**src/rtl/iowp_pkg.sv**
```systemverilog
package iowp_pkg;
  parameter int unsigned PORT_W = 8;

  typedef struct packed {
    logic rd_qual_n;  // low only during an IO read
    logic rel_lvl;    // rising edge releases the stall and loads switches
    logic wr_strb_n;  // low only during an IO write
  } strobe_t;
endpackage

```
**src/rtl/iowp_strobe_dec.sv**
```systemverilog
module iowp_strobe_dec
  import iowp_pkg::*;
(
  input  logic    iorq_n,
  input  logic    rd_n,
  input  logic    wr_n,
  input  logic    cont_btn,
  output strobe_t strb,
  output logic    wait_n,
  output logic    wait_led,
  output logic    rd_oe
);
  always_comb begin
    strb.rd_qual_n = iorq_n | rd_n;
    strb.rel_lvl   = strb.rd_qual_n | cont_btn;
    strb.wr_strb_n = iorq_n | wr_n;
    wait_n         = strb.rel_lvl;
    wait_led       = ~strb.rel_lvl;
    rd_oe          = ~strb.rd_qual_n;
  end
endmodule

```
**src/rtl/iowp_edge_det.sv**
```systemverilog
module iowp_edge_det #(
  parameter bit RISING = 1'b1,
  parameter bit IDLE   = 1'b1
) (
  input  logic clk,
  input  logic rst_n,
  input  logic lvl,
  output logic fire
);
  logic prev_q, prev_d;

  always_comb prev_d = lvl;

  always_ff @(posedge clk or negedge rst_n) begin
    if (!rst_n) prev_q <= IDLE;
    else        prev_q <= prev_d;
  end

  generate
    if (RISING) begin : g_rise
      assign fire = lvl & ~prev_q;
    end else begin : g_fall
      assign fire = ~lvl & prev_q;
    end
  endgenerate
endmodule

```
**src/rtl/iowp_latch.sv**
```systemverilog
module iowp_latch #(
  parameter int unsigned     W       = 8,
  parameter logic [W-1:0]    RST_VAL = '0
) (
  input  logic         clk,
  input  logic         rst_n,
  input  logic         en,
  input  logic [W-1:0] d,
  output logic [W-1:0] q
);
  logic [W-1:0] q_q, q_d;

  always_comb q_d = en ? d : q_q;

  always_ff @(posedge clk or negedge rst_n) begin
    if (!rst_n) q_q <= RST_VAL;
    else        q_q <= q_d;
  end

  assign q = q_q;

  AST_LATCH_HOLD: assert property (@(posedge clk) disable iff (!rst_n)
    !en |=> $stable(q));
endmodule

```
**src/rtl/io_wait_port.sv**
```systemverilog
module io_wait_port
  import iowp_pkg::*;
#(
  parameter int unsigned W = PORT_W
) (
  input  logic         clk,
  input  logic         rst_n,
  input  logic         iorq_n,
  input  logic         rd_n,
  input  logic         wr_n,
  input  logic         cont_btn,
  input  logic [W-1:0] sw_in,
  input  logic [W-1:0] wr_data,
  output logic         wait_n,
  output logic [W-1:0] rd_data,
  output logic         rd_oe,
  output logic [W-1:0] port_out,
  output logic         wait_led
);
  strobe_t      strb;
  logic         rel_fire;
  logic         wr_fire;
  logic [W-1:0] in_q;

  iowp_strobe_dec u_dec (
    .iorq_n   (iorq_n),
    .rd_n     (rd_n),
    .wr_n     (wr_n),
    .cont_btn (cont_btn),
    .strb     (strb),
    .wait_n   (wait_n),
    .wait_led (wait_led),
    .rd_oe    (rd_oe)
  );

  iowp_edge_det #(.RISING(1'b1), .IDLE(1'b1)) u_rel_edge (
    .clk (clk), .rst_n (rst_n), .lvl (strb.rel_lvl), .fire (rel_fire)
  );

  iowp_edge_det #(.RISING(1'b0), .IDLE(1'b1)) u_wr_edge (
    .clk (clk), .rst_n (rst_n), .lvl (strb.wr_strb_n), .fire (wr_fire)
  );

  iowp_latch #(.W(W), .RST_VAL('0)) u_in_reg (
    .clk (clk), .rst_n (rst_n), .en (rel_fire), .d (sw_in), .q (in_q)
  );

  iowp_latch #(.W(W), .RST_VAL('0)) u_out_reg (
    .clk (clk), .rst_n (rst_n), .en (wr_fire), .d (wr_data), .q (port_out)
  );

  always_comb rd_data = rd_oe ? in_q : '0;

  AST_STALL_ON_READ: assert property (@(posedge clk) disable iff (!rst_n)
    (!iorq_n && !rd_n && !cont_btn) |-> !wait_n);
  AST_BUTTON_RELEASES: assert property (@(posedge clk) disable iff (!rst_n)
    cont_btn |-> wait_n);
  AST_IN_CAPTURE: assert property (@(posedge clk) disable iff (!rst_n)
    rel_fire |=> (in_q == $past(sw_in)));
  AST_BUS_IDLE_ZERO: assert property (@(posedge clk) disable iff (!rst_n)
    !rd_oe |-> (rd_data == '0));
  AST_OUT_CAPTURE: assert property (@(posedge clk) disable iff (!rst_n)
    wr_fire |=> (port_out == $past(wr_data)));
  AST_NO_STRAY_WRITE: assert property (@(posedge clk) disable iff (!rst_n)
    (iorq_n || !rd_n) |=> $stable(port_out));
endmodule

```
**config.mk**
```make
export PLATFORM = sky130hd
export DESIGN_NAME = io_wait_port
export DESIGN_NICKNAME = d
export VERILOG_FILES = /design/src/rtl/iowp_pkg.sv /design/src/rtl/iowp_strobe_dec.sv /design/src/rtl/iowp_edge_det.sv /design/src/rtl/iowp_latch.sv /design/src/rtl/io_wait_port.sv
export SDC_FILE = /design/constraint.sdc
export NUM_CORES = 1
export LEC_CHECK = 0
export BUFFER_PORTS_ARGS = -buffer_cell sky130_fd_sc_hd__buf_2
export CORE_MARGIN = 4
export CORE_UTILIZATION = 45
export CTS_CLUSTER_SIZE = 25
export DETAILED_ROUTE_END_ITERATION = 8
export GPL_TIMING_DRIVEN = 0
export PLACE_DENSITY_LB_ADDON = 0.3
export SLEW_MARGIN = 30
export SYNTH_ARGS = -nofsm -noshare
export SYNTH_HDL_FRONTEND = slang
export SYNTH_SLANG_ARGS = --single-unit
export TNS_END_PERCENT = 10
```
**constraint.sdc**
```tcl
create_clock -name clk -period 2.1 [get_ports clk]
set_clock_uncertainty 0.15 [all_clocks]
set_input_delay 0.315 -clock clk [delete_from_list [all_inputs] [get_ports clk]]
set_output_delay 0.315 -clock clk [all_outputs]
set_load 0.1 [all_outputs]
```
==> impl_results.md, run 1 <==
- Outcome: complete, no violations
- Worst Path Required: around 1.6 ns
- Clock root cell: clkbuf_4
- FF+latch count, synth: 18
- Setup_tns: 0 ns
- Min-delay src: wr_data[0]
- Global-route wire length before repair: approximately 3200 µm
- Core area: 1780 µm²
- Worst hold endpoint: u_out_reg.q[0]
- FF-to-FF Start: u_wr_edge.prev_q
- Clock buffer depth: 2
- Antenna violations before repair: 0
- DRT antenna net count: 0
- CTS tree: built
- Peak VDD IR: 683 µV
- CTS buffer count: 3
- Synthesized net count: 96
- Data arrival time of the critical path: 1.51 ns
- Cell row count: 15
- M1 GR Usage: between 20% and 30%
- Placer Congestion: ~0.80
- Nature of the critical path startpoint: input pin
- Port Buffers: 39
- Total grt overflow: 0
- Initial DRC count: 1
- Final setup vio count: 0
- Vias per Instance: approximately 5.0
- Worst hold stages: 2
- Worst slew pin tran: between 0.5 and 0.6 ns
- Final-report max-slew violation count: 0
- Syn avg cell area: between 10 and 15 µm²
- Met3 usage: between 7 and 8%
- Period Utilization, post-route: 94.2%
- Post-Syn Area: roughly 880 µm²
- Post-synthesis cell type count: 15
- Register area share after synthesis: between 50% and 60%
- CTS H-tree depth: 1
- Area Growth Syn to Fin: 30.3%
- Met2 Resource Use GR: 24.5%
- GRT Total Usage: 16.2%
- Share of layout cells above drive strength 1: 48.7%
- Via Count: ~700
- Sink Count: 18
- LEAKAGE: around 0.00054 µW
- Setup WS pre-CTS: between 0.1 and 0.15 ns
- Worst reg-to-reg setup slack: around 0.54 ns
- Crit path time final: 1.98 ns
- Pin count of the biggest net entering global routing: 19
- # Max-Cap Violations: 0
- Reg2reg path depth: 2
- # diodes: 0
- Worst Slack Setup Final: between 0.1 and 0.15 ns
- Drc violations: 0
- WS Path Type: input pin to primary output
- CP Max Fanout: 10
- # fillers: approximately 160
- Mapped Cells: 74
- Clock latency on the worst-skew pair: 0.29 ns
- Ys Warns: 0
- Nets: 141
- Total power: around 1100 µW
- Die Wd: 52.2 µm
- Wire length per cell: 13.2 µm
- Crit path capture type: primary output
- I/O pin cnt: 41
- Total iterations of the first detailed-routing run: 3
- Initial Utilization: between 40% and 50%
- Die Footprint: around 2700 µm²
- GR peak layer: met2
- Die H: 52.2 µm
- Post-DP HPWL: roughly 1400 µm
- Final hold vios: 0
- Max_slew headroom: 66.2%
- Upper clock frequency limit: approximately 500 MHz
- Post-cts gate resize count: 0
- Vias in the first global route: around 680
- Cell Pwr Density: ~970 nW/µm²
- CTS clock-pin slew for the worst setup and hold paths: roughly 0.1 ns
- Setup repair after global routing missed its margin: no
- Final wirelength: between 1500 and 2000 µm
- Reg2reg end: u_out_reg.q[5]
- Worst hold path class: input pin to register
## registers in the layout, summed over array words and instances (netlist names)
register / count
u_in_reg.q: 8
u_out_reg.q: 8
u_rel_edge.prev_q: 1
u_wr_edge.prev_q: 1
## what timing repair did
item | in CTS | in global routing
buffers inserted | 0 | 0
hold endpoints to repair | 16 | 0
hold buffers | 1 | 0
## worst max path at each step
stage | start | to | cells past startpoint
finish | iorq_n | wait_led | 4
floorplan | rd_n | wait_n | 3
global placement | iorq_n | wait_led | 4
CTS | iorq_n | wait_led | 4
global route | rd_n | wait_led | 3
detailed placement | iorq_n | wait_led | 4
## where the power goes
| part | internal (µW) | switching [µW] |
|---|---|---|
| clock network | 66.6 | 96.3 |
| registers | 412 | 34.8 |
| logic | 109 | 397 |
| total | 588 | 528 |
## final cells by class
cell class,count,area (µm²),area share [%]
multi-input combinational,52,413,36.0
sequential,18,453,39.5
buffer,3,18.8,1.64
tap,25,31.3,2.73
clock buffer,3,22.5,1.96
timing repair buffer,40,205,17.9
inverter,1,3.75,0.327
## layer usage
layer	routed length, µm	vias to the layer above
li1	-	355
met1	799	329
met2	916	23
met3	147	2
met4	13	0
met5	0	-
## cells in the mapped netlist (all sizes together)
cell type / instances / area, µm²
and2: 8 / 50.1
or4b: 8 / 80.1
nor3b: 1 / 18.8
dfrtp: 16 / 400
o211ai: 8 / 60.1
clkbuf: 2 / 7.51
dfstp: 2 / 52.6
mux2: 8 / 90.1
buf: 1 / 11.3
inv: 1 / 3.75
nor3: 1 / 16.3
nor2: 1 / 3.75
or2: 1 / 6.26
nand2: 8 / 30.0
nand2b: 8 / 50.1
## logic make-up (layout without fill, tap and decap cells)
| kind of cell | Yosys count | count (layout) | synth area share (%) |
|---|---|---|---|
| and+or+nand+nor | 36 | 36 | 29.0 |
| buffers and inverters | 4 | 47 | 2.56 |
| DFF | 18 | 18 | 51.4 |
| muxes | 8 | 8 | 10.2 |
| AOI/OAI and AO/OA | 8 | 8 | 6.82 |
## critical path: stages
cell and delay (ns):
buf_2 0.13, buf_6 0.14, nor3_4 0.41, buf_2 0.51
## cell usage in the layout, fill, tap and decap left out
master	instances
buf_2	39
dfrtp_1	16
and2_1	8
mux2_2	8
nand2b_1	8
or4b_1	8
nand2_1	8
o211ai_1	8
clkbuf_4	3
clkbuf_1	2
dfstp_2	2
buf_6	1
nor2_4	1
nor3_4	1
inv_1	1
or2_2	1
nor3b_4	1
dlygate4sd3_1	1
## stage by stage
step	util [%]	hold WS (ns)	std cells	instance area [µm²]
3_5_place_dp	62.5	0.118	138	1110
4_1_cts	64.4	0.0948	142	1150
2_1_floorplan	-	-0.131	74	888
5_1_grt	64.4	0.0866	142	1150
3_3_place_gp	62.5	0.116	138	1110
6_report	64.4	0.100	142	1150
Note: power is estimated with default switching activity, not from simulation.
==> inputs of run 2 (changes only) <==
--- a/config.mk
+++ b/config.mk
@@ -12,6 +12,7 @@
 export DETAILED_ROUTE_END_ITERATION = 8
 export GPL_TIMING_DRIVEN = 0
 export PLACE_DENSITY_LB_ADDON = 0.3
+export SETUP_SLACK_MARGIN = 0.2
 export SLEW_MARGIN = 30
 export SYNTH_ARGS = -nofsm -noshare
 export SYNTH_HDL_FRONTEND = slang
==> run 2 against run 1 <==
Net effect:
- via count unchanged
- clock power about the same
- combinational power grew 0.8%
- sequential share of layout area fell by 0.88 points
==> impl_results.md, run 2 (synthesis results as in run 1) <==
- I/O pin cnt: 41 (unchanged)
- Cell Pwr Density: 955 nW/µm² (-1.9%)
- Nature of the critical path startpoint: input pin
- Wire length per cell: 13.4 µm (+1.3%)
- Die Wd: 52.2 µm (unchanged)
- Max stage delay on crit path: 0.42 ns (-0.09 ns)
- CP Max Fanout: 10 (unchanged)
- Commonest non-fill, non-tap cell in the layout: buf_2
- Total iterations of the first detailed-routing run: 3 (unchanged)
- Worst slew pin tran: 0.495 ns (-0.0119 ns)
- Setup repair after global routing missed its margin: no
- Most frequent cells in the layout: 38 x buf_2, 16 x dfrtp_1
- Worst hold endpoint: u_out_reg.q[0]
- DRT antenna net count: 0 (unchanged)
- LEAKAGE: 0.000557 µW (+3.5%)
- Data arrival time of the critical path: 1.34 ns (-0.17 ns)
- Pin count of the biggest net entering global routing: 19 (unchanged)
- Most used cell, CP: buf_2
- CTS clock-pin slew for the worst setup and hold paths: 0.10 ns (about the same)
- Cell row count: 15 (unchanged)
- Crit path time final: 1.81 ns (-0.172 ns)
- Global-route wire length before repair: 3190 µm (unchanged)
- Share of layout cells above drive strength 1: 50.8% (+2.1 points)
- GRT Total Usage: 16.2% (unchanged)
- CTS buffer count: 3 (unchanged)
- CTS H-tree depth: 1 (unchanged)
- Area after DPL: 1110 µm² (unchanged)
- Crit-path cells: buf_2 -> buf_6 -> nor2_4 -> and2_1 -> buf_2
- # fillers: 149 (-3.9%)
- Reg2reg path depth: 2 (unchanged)
- Final-report max-slew violation count: 0 (unchanged)
- FF-to-FF Start: u_wr_edge.prev_q
- Slowest CP cell: buf_2
- Placer Congestion: 0.798 (unchanged)
- Crit path capture type: primary output
- Vias in the first global route: 676 (unchanged)
- Clock buffer depth: 2 (unchanged)
- Final hold vios: 0 (unchanged)
- Outcome: complete, no violations
- CTS tree: built
- Post-route cell area: 1170 µm² (+2.3%)
- Antenna violations before repair: 0 (unchanged)
- Worst Slack Setup Final: 0.295 ns (+0.172 ns)
- Die Footprint: 2730 µm² (unchanged)
- Final setup vio count: 0 (unchanged)
- Worst reg-to-reg setup slack: 0.54 ns (about the same)
- Worst hold path class: input pin to register
- Via Count: 709 (unchanged)
- Worst hold stages: 2 (unchanged)
- Final wirelength: 1940 µm (+3.4%)
- Min-delay src: wr_data[0]
- Vias per Instance: 4.89 (-2.1%)
- Reg2reg end: u_out_reg.q[5]
- Die H: 52.2 µm (unchanged)
- Nets: 144 (+2.1%)
- Clock root cell: clkbuf_4
- Initial Utilization: 49.4% (unchanged)
- Port Buffers: 39 (unchanged)
- Core area: 1780 µm² (unchanged)
- Worst Path Required: 1.63 ns (about the same)
- WP buf/inv: 3 (unchanged)
- Area Growth Syn to Fin: 33.2%
- Worst Setup SP: iorq_n
- Total grt overflow: 0 (unchanged)
- Initial DRC count: 1 (unchanged)
- Setup WS pre-CTS: 0.129 ns (unchanged)
- Sink Count: 18 (unchanged)
- Max_slew headroom: 67.2% (+1.0 points)
- Drc violations: 0 (unchanged)
- Clock latency on the worst-skew pair: 0.29 ns (about the same)
- Cell family with most CP delay: buffers and inverters
- WS Path Type: input pin to primary output
- Period Utilization, post-route: 86.0% (-8.2 points)
- Post-DP HPWL: 1440 µm (unchanged)
- # diodes: 0 (unchanged)
- # Max-Cap Violations: 0 (unchanged)
- Upper clock frequency limit: 554 MHz (+9.5%)
- Peak VDD IR: 688 µV (+0.67%)
==> run 2: final cells by class <==
type                            instances  area [µm²]  area share [%]
Sequential cell                        18         453            38.6
Multi-Input combinational cell         52         413            35.2
Timing Repair Buffer                   43         230            19.6
Tap cell                               25        31.3            2.67
Clock buffer                            3        22.5            1.92
Buffer                                  3        20.0            1.71
Inverter                                1        3.75           0.320
==> run 2: power by group <==
part / total [µW] / leakage, µW / internal, µW / switching, µW
Sequential: 447 / 0.000207 / 412 / 35.0
Combinational: 511 / 0.000336 / 113 / 398
Clock: 163 / 0.0000138 / 66.6 / 96.4
Total: 1120 / 0.000557 / 591 / 530
==> run 2: worst max-delay path by stage <==
| stage | endpoint | cells after the start |
|---|---|---|
| 2_1_floorplan | wait_n | 3 |
| 3_3_place_gp | wait_led | 4 |
| 3_5_place_dp | wait_led | 4 |
| 4_1_cts | wait_n | 5 |
| 5_1_grt | rd_data[5] | 5 |
| 6_report | rd_data[4] | 5 |
==> run 2: timing repair <==
item / 4_1_cts / 5_1_grt
hold buffers: 1 / 0
setup buffers: 0 / 3
gates resized for setup: 1 / 2
pin swaps: 0 / 1
endpoints found under the hold margin: 16 / 0
setup endpoints to repair: 1 / 5
==> run 2: layer usage <==
metal  GRT usage [%]  vias up  share of wire [%]
met5               0        -                  0
met1            21.2      324                 42
li1                -      360                  -
met4            3.83        0               0.67
met3            7.12        2                7.6
met2            24.5       23                 49
==> run 2: metrics by stage <==
step           hold WS [ns]  util [%]  power, µW  std cells  TNS [ns]
3_3_place_gp          0.116      62.5        953        138         0
4_1_cts              0.0948      64.5       1130        142         0
2_1_floorplan        -0.131         -        868         74     -3.30
5_1_grt              0.0866      65.8       1180        145         0
6_report              0.100      65.8       1120        145         0
3_5_place_dp          0.118      62.5        964        138         0
